File: src/rtl/dram_rfsh_pkg.sv
package dram_rfsh_pkg;

  typedef enum logic [1:0] {
    PH_PAUSE,
    PH_INIT,
    PH_RUN
  } phase_t;

  typedef enum logic [1:0] {
    SQ_IDLE,
    SQ_CAS,
    SQ_RAS,
    SQ_PRE
  } seq_st_t;

  // Round a time up to whole clock cycles, never below one cycle.
  function automatic int unsigned ns_to_cyc(input int unsigned ns, input int unsigned per_ns);
    int unsigned c;
    c = (ns + per_ns - 1) / per_ns;
    return (c == 0) ? 1 : c;
  endfunction

endpackage

File: src/rtl/dram_cbr_seq.sv
module dram_cbr_seq
  import dram_rfsh_pkg::*;
#(
  parameter int unsigned CAS_CYC = 1,
  parameter int unsigned RAS_CYC = 6,
  parameter int unsigned PRE_CYC = 4
) (
  input  logic clk,
  input  logic rst_n,
  input  logic start_i,
  output logic busy_o,
  output logic done_o,
  output logic ras_n_o,
  output logic cas_n_o
);

  localparam int unsigned MAX_A = (CAS_CYC > RAS_CYC) ? CAS_CYC : RAS_CYC;
  localparam int unsigned MAXC  = (MAX_A > PRE_CYC) ? MAX_A : PRE_CYC;
  localparam int unsigned CW    = (MAXC < 2) ? 1 : $clog2(MAXC);
  localparam logic [CW-1:0] CAS_LD = CW'(CAS_CYC - 1);
  localparam logic [CW-1:0] RAS_LD = CW'(RAS_CYC - 1);
  localparam logic [CW-1:0] PRE_LD = CW'(PRE_CYC - 1);

  seq_st_t       st_q, st_d;
  logic [CW-1:0] cnt_q, cnt_d;
  logic          cnt_zero;
  logic          seq_en;
  logic          ras_n_q, cas_n_q;

  assign cnt_zero = (cnt_q == '0);
  assign seq_en   = (st_q != SQ_IDLE) || start_i;
  assign busy_o   = (st_q != SQ_IDLE);
  assign ras_n_o  = ras_n_q;
  assign cas_n_o  = cas_n_q;

  // Next-state: CAS lead, RAS pulse, precharge, each a counted phase.
  always_comb begin
    st_d   = st_q;
    cnt_d  = cnt_q;
    done_o = 1'b0;
    unique case (st_q)
      SQ_IDLE: begin
        if (start_i) begin
          st_d  = SQ_CAS;
          cnt_d = CAS_LD;
        end
      end
      SQ_CAS: begin
        if (cnt_zero) begin
          st_d  = SQ_RAS;
          cnt_d = RAS_LD;
        end else begin
          cnt_d = cnt_q - 1'b1;
        end
      end
      SQ_RAS: begin
        if (cnt_zero) begin
          st_d  = SQ_PRE;
          cnt_d = PRE_LD;
        end else begin
          cnt_d = cnt_q - 1'b1;
        end
      end
      SQ_PRE: begin
        if (cnt_zero) begin
          st_d   = SQ_IDLE;
          done_o = 1'b1;
        end else begin
          cnt_d = cnt_q - 1'b1;
        end
      end
      default: st_d = SQ_IDLE;
    endcase
  end

  // Strobes are registered from the next-state decode so they toggle
  // cleanly with the state.
  always_ff @(posedge clk or negedge rst_n) begin
    if (!rst_n) begin
      st_q    <= SQ_IDLE;
      cnt_q   <= '0;
      ras_n_q <= 1'b1;
      cas_n_q <= 1'b1;
    end else if (seq_en) begin
      st_q    <= st_d;
      cnt_q   <= cnt_d;
      ras_n_q <= (st_d != SQ_RAS);
      cas_n_q <= !((st_d == SQ_CAS) || (st_d == SQ_RAS));
    end
  end

  AST_CAS_BEFORE_RAS: assert property (@(posedge clk) disable iff (!rst_n)
    !ras_n_q |-> !cas_n_q);
  AST_STROBES_RISE_TOGETHER: assert property (@(posedge clk) disable iff (!rst_n)
    $rose(ras_n_q) |-> $rose(cas_n_q));
  AST_START_WHEN_IDLE: assert property (@(posedge clk) disable iff (!rst_n)
    start_i |-> !busy_o);

endmodule

File: src/rtl/dram_rfsh_timer.sv
module dram_rfsh_timer #(
  parameter int unsigned INTERVAL = 1562,
  parameter int unsigned MAX_PEND = 8
) (
  input  logic clk,
  input  logic rst_n,
  input  logic en_i,
  input  logic take_i,
  output logic has_pend_o,
  output logic urgent_o
);

  localparam int unsigned TW = (INTERVAL < 2) ? 1 : $clog2(INTERVAL);
  localparam int unsigned QW = $clog2(MAX_PEND + 1);
  localparam logic [TW-1:0] RELOAD = TW'(INTERVAL - 1);
  localparam logic [QW-1:0] PEND_MAX = QW'(MAX_PEND);

  logic [TW-1:0] tmr_q, tmr_d;
  logic [QW-1:0] pend_q, pend_d;
  logic          tick;
  logic          tmr_en, pend_en;

  assign tick       = en_i && (tmr_q == '0);
  assign tmr_en     = en_i || (tmr_q != RELOAD);
  assign pend_en    = tick || take_i;
  assign has_pend_o = (pend_q != '0);
  assign urgent_o   = (pend_q == PEND_MAX);

  always_comb begin
    tmr_d = (!en_i || tick) ? RELOAD : (tmr_q - 1'b1);
  end

  always_comb begin
    pend_d = pend_q;
    unique case ({tick, take_i})
      2'b10:   pend_d = (pend_q == PEND_MAX) ? pend_q : (pend_q + 1'b1);
      2'b01:   pend_d = pend_q - 1'b1;
      default: pend_d = pend_q;
    endcase
  end

  always_ff @(posedge clk or negedge rst_n) begin
    if (!rst_n) begin
      tmr_q <= RELOAD;
    end else if (tmr_en) begin
      tmr_q <= tmr_d;
    end
  end

  always_ff @(posedge clk or negedge rst_n) begin
    if (!rst_n) begin
      pend_q <= '0;
    end else if (pend_en) begin
      pend_q <= pend_d;
    end
  end

  AST_PEND_CAP: assert property (@(posedge clk) disable iff (!rst_n)
    pend_q <= PEND_MAX);
  AST_TAKE_NEEDS_PEND: assert property (@(posedge clk) disable iff (!rst_n)
    take_i |-> (pend_q != '0));
  AST_NOTHING_BEFORE_READY: assert property (@(posedge clk) disable iff (!rst_n)
    !en_i |-> (pend_q == '0));

endmodule

File: src/rtl/dram_init_ctrl.sv
module dram_init_ctrl
  import dram_rfsh_pkg::*;
#(
  parameter int unsigned PAUSE_CYC = 20000,
  parameter int unsigned INIT_CNT  = 8
) (
  input  logic clk,
  input  logic rst_n,
  input  logic seq_busy_i,
  input  logic seq_done_i,
  output logic start_o,
  output logic ready_o
);

  localparam int unsigned PW = (PAUSE_CYC < 2) ? 1 : $clog2(PAUSE_CYC);
  localparam int unsigned IW = $clog2(INIT_CNT + 1);
  localparam logic [PW-1:0] PAUSE_LD = PW'(PAUSE_CYC - 1);
  localparam logic [IW-1:0] INIT_ALL = IW'(INIT_CNT);
  localparam logic [IW-1:0] INIT_LAST = IW'(INIT_CNT - 1);

  phase_t        phase_q, phase_d;
  logic [PW-1:0] pause_q, pause_d;
  logic [IW-1:0] issued_q, issued_d;
  logic [IW-1:0] fin_q, fin_d;
  logic          ctl_en;

  assign start_o = (phase_q == PH_INIT) && !seq_busy_i && (issued_q != INIT_ALL);
  assign ready_o = (phase_q == PH_RUN);
  assign ctl_en  = (phase_q != PH_RUN);

  always_comb begin
    phase_d  = phase_q;
    pause_d  = pause_q;
    issued_d = issued_q;
    fin_d    = fin_q;
    unique case (phase_q)
      PH_PAUSE: begin
        if (pause_q == '0) phase_d = PH_INIT;
        else               pause_d = pause_q - 1'b1;
      end
      PH_INIT: begin
        if (start_o) issued_d = issued_q + 1'b1;
        if (seq_done_i) begin
          fin_d = fin_q + 1'b1;
          if (fin_q == INIT_LAST) phase_d = PH_RUN;
        end
      end
      default: phase_d = phase_q;
    endcase
  end

  always_ff @(posedge clk or negedge rst_n) begin
    if (!rst_n) begin
      phase_q  <= PH_PAUSE;
      pause_q  <= PAUSE_LD;
      issued_q <= '0;
      fin_q    <= '0;
    end else if (ctl_en) begin
      phase_q  <= phase_d;
      pause_q  <= pause_d;
      issued_q <= issued_d;
      fin_q    <= fin_d;
    end
  end

  AST_QUIET_IN_PAUSE: assert property (@(posedge clk) disable iff (!rst_n)
    (phase_q == PH_PAUSE) |-> !seq_busy_i);
  AST_READY_HOLDS: assert property (@(posedge clk) disable iff (!rst_n)
    ready_o |=> ready_o);
  AST_READY_AFTER_ALL_INIT: assert property (@(posedge clk) disable iff (!rst_n)
    $rose(ready_o) |-> (fin_q == INIT_ALL));

endmodule

File: src/rtl/dram_rfsh_sched.sv
module dram_rfsh_sched
  import dram_rfsh_pkg::*;
#(
  parameter int unsigned CLK_PERIOD_NS = 10,
  parameter int unsigned PAUSE_NS      = 200000,
  parameter int unsigned INIT_CYCLES   = 8,
  parameter int unsigned ROWS          = 4096,
  parameter int unsigned RETENTION_NS  = 64000000,
  parameter int unsigned T_CSR_NS      = 10,
  parameter int unsigned T_RAS_NS      = 60,
  parameter int unsigned T_RP_NS       = 40,
  parameter int unsigned MAX_POSTPONE  = 8
) (
  input  logic clk,
  input  logic rst_n,
  input  logic acc_req_i,
  output logic acc_ok_o,
  output logic ref_req_o,
  output logic ref_urgent_o,
  input  logic ref_gnt_i,
  output logic ras_n_o,
  output logic cas_n_o,
  output logic mem_ready_o
);

  localparam int unsigned RST_STAGES   = 2;
  localparam int unsigned PAUSE_CYC    = ns_to_cyc(PAUSE_NS, CLK_PERIOD_NS);
  localparam int unsigned INTERVAL_CYC = RETENTION_NS / (ROWS * CLK_PERIOD_NS);
  localparam int unsigned CAS_CYC      = ns_to_cyc(T_CSR_NS, CLK_PERIOD_NS);
  localparam int unsigned RAS_CYC      = ns_to_cyc(T_RAS_NS, CLK_PERIOD_NS);
  localparam int unsigned PRE_CYC      = ns_to_cyc(T_RP_NS, CLK_PERIOD_NS);

  logic [RST_STAGES-1:0] rst_pipe;
  logic rst_int_n;
  logic seq_busy, seq_done, seq_start;
  logic init_start;
  logic has_pend, take;

  // Reset asserts at once and is released on a clock edge.
  always_ff @(posedge clk or negedge rst_n) begin
    if (!rst_n) rst_pipe <= '0;
    else        rst_pipe <= {rst_pipe[RST_STAGES-2:0], 1'b1};
  end
  assign rst_int_n = rst_pipe[RST_STAGES-1];

  assign ref_req_o = mem_ready_o && has_pend && !seq_busy;
  assign take      = ref_req_o && ref_gnt_i;
  assign seq_start = init_start || take;
  assign acc_ok_o  = acc_req_i && mem_ready_o;

  dram_init_ctrl #(
    .PAUSE_CYC (PAUSE_CYC),
    .INIT_CNT  (INIT_CYCLES)
  ) u_init (
    .clk        (clk),
    .rst_n      (rst_int_n),
    .seq_busy_i (seq_busy),
    .seq_done_i (seq_done),
    .start_o    (init_start),
    .ready_o    (mem_ready_o)
  );

  dram_rfsh_timer #(
    .INTERVAL (INTERVAL_CYC),
    .MAX_PEND (MAX_POSTPONE)
  ) u_timer (
    .clk        (clk),
    .rst_n      (rst_int_n),
    .en_i       (mem_ready_o),
    .take_i     (take),
    .has_pend_o (has_pend),
    .urgent_o   (ref_urgent_o)
  );

  dram_cbr_seq #(
    .CAS_CYC (CAS_CYC),
    .RAS_CYC (RAS_CYC),
    .PRE_CYC (PRE_CYC)
  ) u_seq (
    .clk     (clk),
    .rst_n   (rst_int_n),
    .start_i (seq_start),
    .busy_o  (seq_busy),
    .done_o  (seq_done),
    .ras_n_o (ras_n_o),
    .cas_n_o (cas_n_o)
  );

  AST_NO_INIT_START_WHEN_READY: assert property (@(posedge clk) disable iff (!rst_int_n)
    mem_ready_o |-> !init_start);
  AST_REQ_QUIET_IN_CYCLE: assert property (@(posedge clk) disable iff (!rst_int_n)
    (!ras_n_o || !cas_n_o) |-> !ref_req_o);

endmodule

File: config.mk
export PLATFORM = sky130hd
export DESIGN_NAME = dram_rfsh_sched
export DESIGN_NICKNAME = d
export VERILOG_FILES = /design/src/rtl/dram_rfsh_pkg.sv /design/src/rtl/dram_cbr_seq.sv /design/src/rtl/dram_rfsh_timer.sv /design/src/rtl/dram_init_ctrl.sv /design/src/rtl/dram_rfsh_sched.sv
export SDC_FILE = /design/constraint.sdc
export NUM_CORES = 1
export LEC_CHECK = 0
export BUFFER_PORTS_ARGS = -buffer_cell sky130_fd_sc_hd__buf_4
export CAP_MARGIN = 10
export CORE_MARGIN = 1
export CORE_UTILIZATION = 61
export CTS_CLUSTER_DIAMETER = 30
export DETAILED_ROUTE_END_ITERATION = 10
export PLACE_DENSITY = 0.79
export SLEW_MARGIN = 15
export SYNTH_ARGS = -nofsm -noshare
export SYNTH_HDL_FRONTEND = slang
export SYNTH_SLANG_ARGS = --single-unit
File: constraint.sdc
create_clock -name clk -period 1.6 [get_ports clk]
set_input_delay 0.32 -clock clk [delete_from_list [all_inputs] [get_ports clk]]
set_output_delay 0.32 -clock clk [all_outputs]
set_load 0.03 [all_outputs]
==> results of run 1 <==
[routing by layer]
metal	track usage (%)	GRT overflow
met4	104	69
met2	112	130
met3	68.9	1
met5	31.3	0
met1	84.8	2
[cell families after synthesis]
logic type	synth area share, %
compound gates	8.59
fa+ha+maj	6.56
xor+xnor	10.1
buf+inv	2.36
other cells	0.145
simple gates	21.3
flops	48.1
mux	2.85
[what timing repair did]
item                                    CTS
hold endpoints to repair                  2
endpoints found under the setup margin   41
hold buffers                              1
pin swaps                                16
gates resized for setup                  50
setup buffers                             6
[synthesized netlist by cell type (3+ instances only)]
library cell | n | share of area [%]
a21o_1 | 3 | 0.87
a21oi_1 | 6 | 1.2
and2_1 | 3 | 0.72
and3_1 | 4 | 0.97
clkbuf_1 | 3 | 0.43
dfrtp_1 | 33 | 32
dfstp_2 | 16 | 16
ha_1 | 12 | 5.8
inv_1 | 12 | 1.7
mux2_2 | 3 | 1.3
mux2i_1 | 4 | 1.5
nand2_1 | 17 | 2.5
nand3_1 | 7 | 1.4
nor2_1 | 14 | 2.0
nor2b_1 | 5 | 1.2
nor3_1 | 10 | 1.9
nor4_1 | 6 | 1.4
o21ai_0 | 7 | 1.4
or3_1 | 3 | 0.72
or4_1 | 4 | 1.2
xnor2_1 | 14 | 4.7
xor2_1 | 16 | 5.4
[through the flow]
stage                     hold slack [ns]  area [um^2]
after detailed placement            0.106         3300
after global placement              0.102         3300
after floorplan                    0.0244         2670
after CTS                           0.266         3670
==> metrics, run 1 <==
Worst-path end type sequential cell input; Top FF cell, synth dfrtp_1; EDFF count, synth 0; GRT overflow 202; synthesized area per cell 10.8 um^2; Yosys cell types 54; H-Tree Depth 2; Die Y 67.2 um; syn nets 258; Root Buffer clkbuf_8; # clock sinks 49; Top-Level Pins 10; largest net degree at the start of global routing 48; CTS Buffer Depth 2; Post-synth ARST share 100%; warnings from Yosys 0; failing step global routing; GRT Overall Usage 90.3%; Num CTS Buffers 5; FF+latch count, synth 49; Halt Reason [ERROR GRT-0232] Routing congestion too high. Check the congestion heatmap in the GUI.; placed cells 363; status stopped before the end; Die Wd 67.2 um; Initial Util 64.3%; Seq/Total Area, Yosys 48.1%; Std-Cell Rows 23; port bufs 9; Worst EP post-GRT repair u_timer.pend_q[3]$_DFFE_PN0P_/D; Placer Congestion 0.865; Syn Inst Count 241; dpl ws -0.898 ns; post-DP HPWL 4230 um; Post-Synthesis Cell Area 2590 um^2
==> inputs of run 2 (changes only) <==
--- a/config.mk
+++ b/config.mk
@@ -8,10 +8,9 @@
 export BUFFER_PORTS_ARGS = -buffer_cell sky130_fd_sc_hd__buf_4
 export CAP_MARGIN = 10
 export CORE_MARGIN = 1
-export CORE_UTILIZATION = 61
-export CTS_CLUSTER_DIAMETER = 30
+export CORE_UTILIZATION = 40
 export DETAILED_ROUTE_END_ITERATION = 10
-export PLACE_DENSITY = 0.79
+export PLACE_DENSITY_LB_ADDON = 0.15
 export SLEW_MARGIN = 15
 export SYNTH_ARGS = -nofsm -noshare
 export SYNTH_HDL_FRONTEND = slang
==> run 2 against run 1 <==
Compared with the run above:
- the flow now finishes, with violations (negative setup slack)
- synthesized cell count stayed put
- synthesized area is the same
==> metrics, run 2 <==
largest registers u_init.pause_q x15, u_timer.tmr_q x11; status complete, but fails checks (was stopped before the end); WL/cell 13.8 um; CP max stage cell or3_4; max frequency 415 MHz; Core Area 6100 um^2; Post-synth ARST share 100% (unchanged); setup ws final -0.809 ns; critical path endpoint category flip-flop; Max FO, Critical Path 3; area delta synth->final 47.4%; Clock Latency Late Sink 0.30 ns; Seq/Total Area, Yosys 48.1% (unchanged); R2R Setup Slk -0.81 ns; most common cell after layout, fill and taps aside buf_4; drt first-iter violations 81; most used cell, CP a21o_1; synthesized area per cell 10.8 um^2 (unchanged); clk_skew 0.00957 ns; Num CTS Buffers 5 (unchanged); fin crit period 2.41 ns; Placer Congestion 0.792 (was 0.865); Antenna diodes 0; Std-Cell Rows 28 (was 23); design area 3820 um^2; Critical Path RT 1.81 ns; CTS Buffer Depth 2 (unchanged); dpl cell area 3410 um^2 (was 3300 um^2); FF+latch count, synth 49 (unchanged); most frequent cell after synthesis dfrtp_1 (unchanged); post-DP HPWL 4090 um (was 4230 um); initial antenna violation count 0; global-route wire length before repair 9780 um; # setup viols final 28; number of flip-flops in the largest register 15; Top FF cell, synth dfrtp_1 (unchanged); Hold WS 0.120 ns; CP Cell Sequence or3_4 -> nor4b_4 -> or2_4 -> inv_4 -> ha_4 -> a21o_1 -> a21o_1 -> or4_1 -> o2111ai_1; P_leak 1.73 nW; commonest cells after routing, fill and taps aside buf_4, dfrtp_1, nand2_1, xor2_1, dfstp_2; end of the worst register-to-register path u_timer.pend_q[3]; Hold Crit Class flip-flop to async pin; final hold violations 0; EDFF count, synth 0 (unchanged); vias 2072; layout cells sized above 1 52.1%; ANT nets after route 0; syn nets 258 (unchanged); kind of critical path flip-flop to flip-flop; Yosys cell types 54 (unchanged); Die Wd 82.5 um (was 67.2 um); fin. max-slew vios 0; Initial Util 42.5% (was 64.3%); Total Nets Final 354; GRT overflow 0; Top-Level Pins 10 (unchanged); H-Tree Depth 2 (unchanged); max incr delay on CP 0.40 ns; Syn Inst Count 241 (unchanged); dpl ws -0.921 ns (was -0.898 ns); Max-cap violations 0; Synth area leader dfrtp_1 (unchanged); DR vias/cell 5.02; startpoint types flip-flop; largest cells by area after synthesis dfrtp_1, dfstp_2, ha_1 (unchanged); Yosys top cell area share 31.9% (unchanged); vias in the first global route 2142; RR Startpoint u_timer.tmr_q[4]; TritonCTS clock tree built; Reg with most FFs u_init.pause_q; final worst path period share 151%; PD cells 527 nW/um^2; largest net degree at the start of global routing 40; drt drc 0; die area 6810 um^2; Die Y 82.5 um (was 67.2 um); port bufs 9 (unchanged); GRT Overall Usage 18.9%; Worst Reg2Reg Path Length in Cells 9; unrepaired setup endpoints after global routing true; Root Buffer clkbuf_8 (unchanged); Post-Synthesis Cell Area 2590 um^2 (unchanged); warnings from Yosys 0 (unchanged); clock slew at reported path FFs 0.10 ns; # clock sinks 49 (unchanged); final WL 5710 um; failing checks negative setup slack; DR pass1 iterations 4; CP Launch Point u_timer.tmr_q[4]; Crit path arrival time 2.62 ns; Peak supply drop 0.588 mV; Post-synth top cells dfrtp_1, nand2_1, dfstp_2, xor2_1 (unchanged)
run 2: cell counts after synthesis:
Identical to the previous run, type by type.
run 2: logic make-up after synthesis:
kind of cell	count (synthesis)	synth area share, %
multiplexers	7	2.85
AO/OA/AOI/OAI	32	8.59
other	1	0.145
adder cells (fa/ha/maj)	13	6.56
AND/OR/NAND/NOR	93	21.3
flip-flops	49	48.1
buffers and inverters	16	2.36
XOR/XNOR	30	10.1
run 2: worst max-delay path by stage:
stage	cells after the start	endpoint	slack (ns)
4_1_cts	9	u_timer.pend_q[3]	-0.78
3_5_place_dp	9	u_timer.pend_q[3]	-0.92
2_1_floorplan	9	u_timer.pend_q[3]	-0.83
5_1_grt	9	u_timer.pend_q[3]	-0.91
3_3_place_gp	9	u_timer.pend_q[3]	-0.88
6_report	9	u_timer.pend_q[3]	-0.81
run 2: what timing repair did:
| item | 4_1_cts | 5_1_grt |
|---|---|---|
| gates resized for setup | 45 | 21 |
| setup endpoints to repair | 37 | 43 |
| setup buffers | 4 | 7 |
| hold endpoints to repair | 2 | 0 |
| hold buffers | 1 | 0 |
| pin swaps | 17 | 14 |
run 2: layout make-up:
type                    instances  area, um^2
fillers                       515        2270
inverters                      12        47.5
clock buffers                   6        72.6
clock inverters                 2        15.0
flip-flops and latches         49        1250
well taps                      75        93.8
repair buffers                 93         762
multi-input cells             176        1580
run 2: critical path: cells and delay by family (launching register included):
kind | cells | cell delay [ns]
DFF | 1 | 0.38
adders and majority gates | 1 | 0.20
and+or+nand+nor | 4 | 1.25
buffers and inverters | 1 | 0.04
AOI/OAI and AO/OA | 3 | 0.46
run 2: per-layer routing:
metal  up-vias  part of all wire (%)  track usage, %
met2        13                    49            31.7
met3         4                   1.5            2.86
li1       1043                     -               -
met5         -                     0               0
met1      1012                    49            25.3
met4         0                  0.74            5.00
run 2: stage by stage:
| step | setup TNS (ns) | power, mW | utilization (%) | std cells |
|---|---|---|---|---|
| floorplan | -3.99 | 1.29 | - | 241 |
| finish | -5.27 | 2.01 | 62.7 | 413 |
| detailed placement | -6.40 | 1.32 | 55.9 | 398 |
| global placement | -5.74 | 1.31 | 55.9 | 398 |
| global route | -7.90 | 2.10 | 62.7 | 413 |
| CTS | -5.43 | 2.04 | 60.8 | 409 |
run 2: power breakdown:
part           total (mW)  internal (mW)  leakage [nW]  switching [mW]
clock network       0.719          0.309        0.0374           0.410
logic              0.0442         0.0170          1.11          0.0272
registers            1.25           1.24         0.580         0.00636
Note: power is estimated with default switching activity, not from simulation.
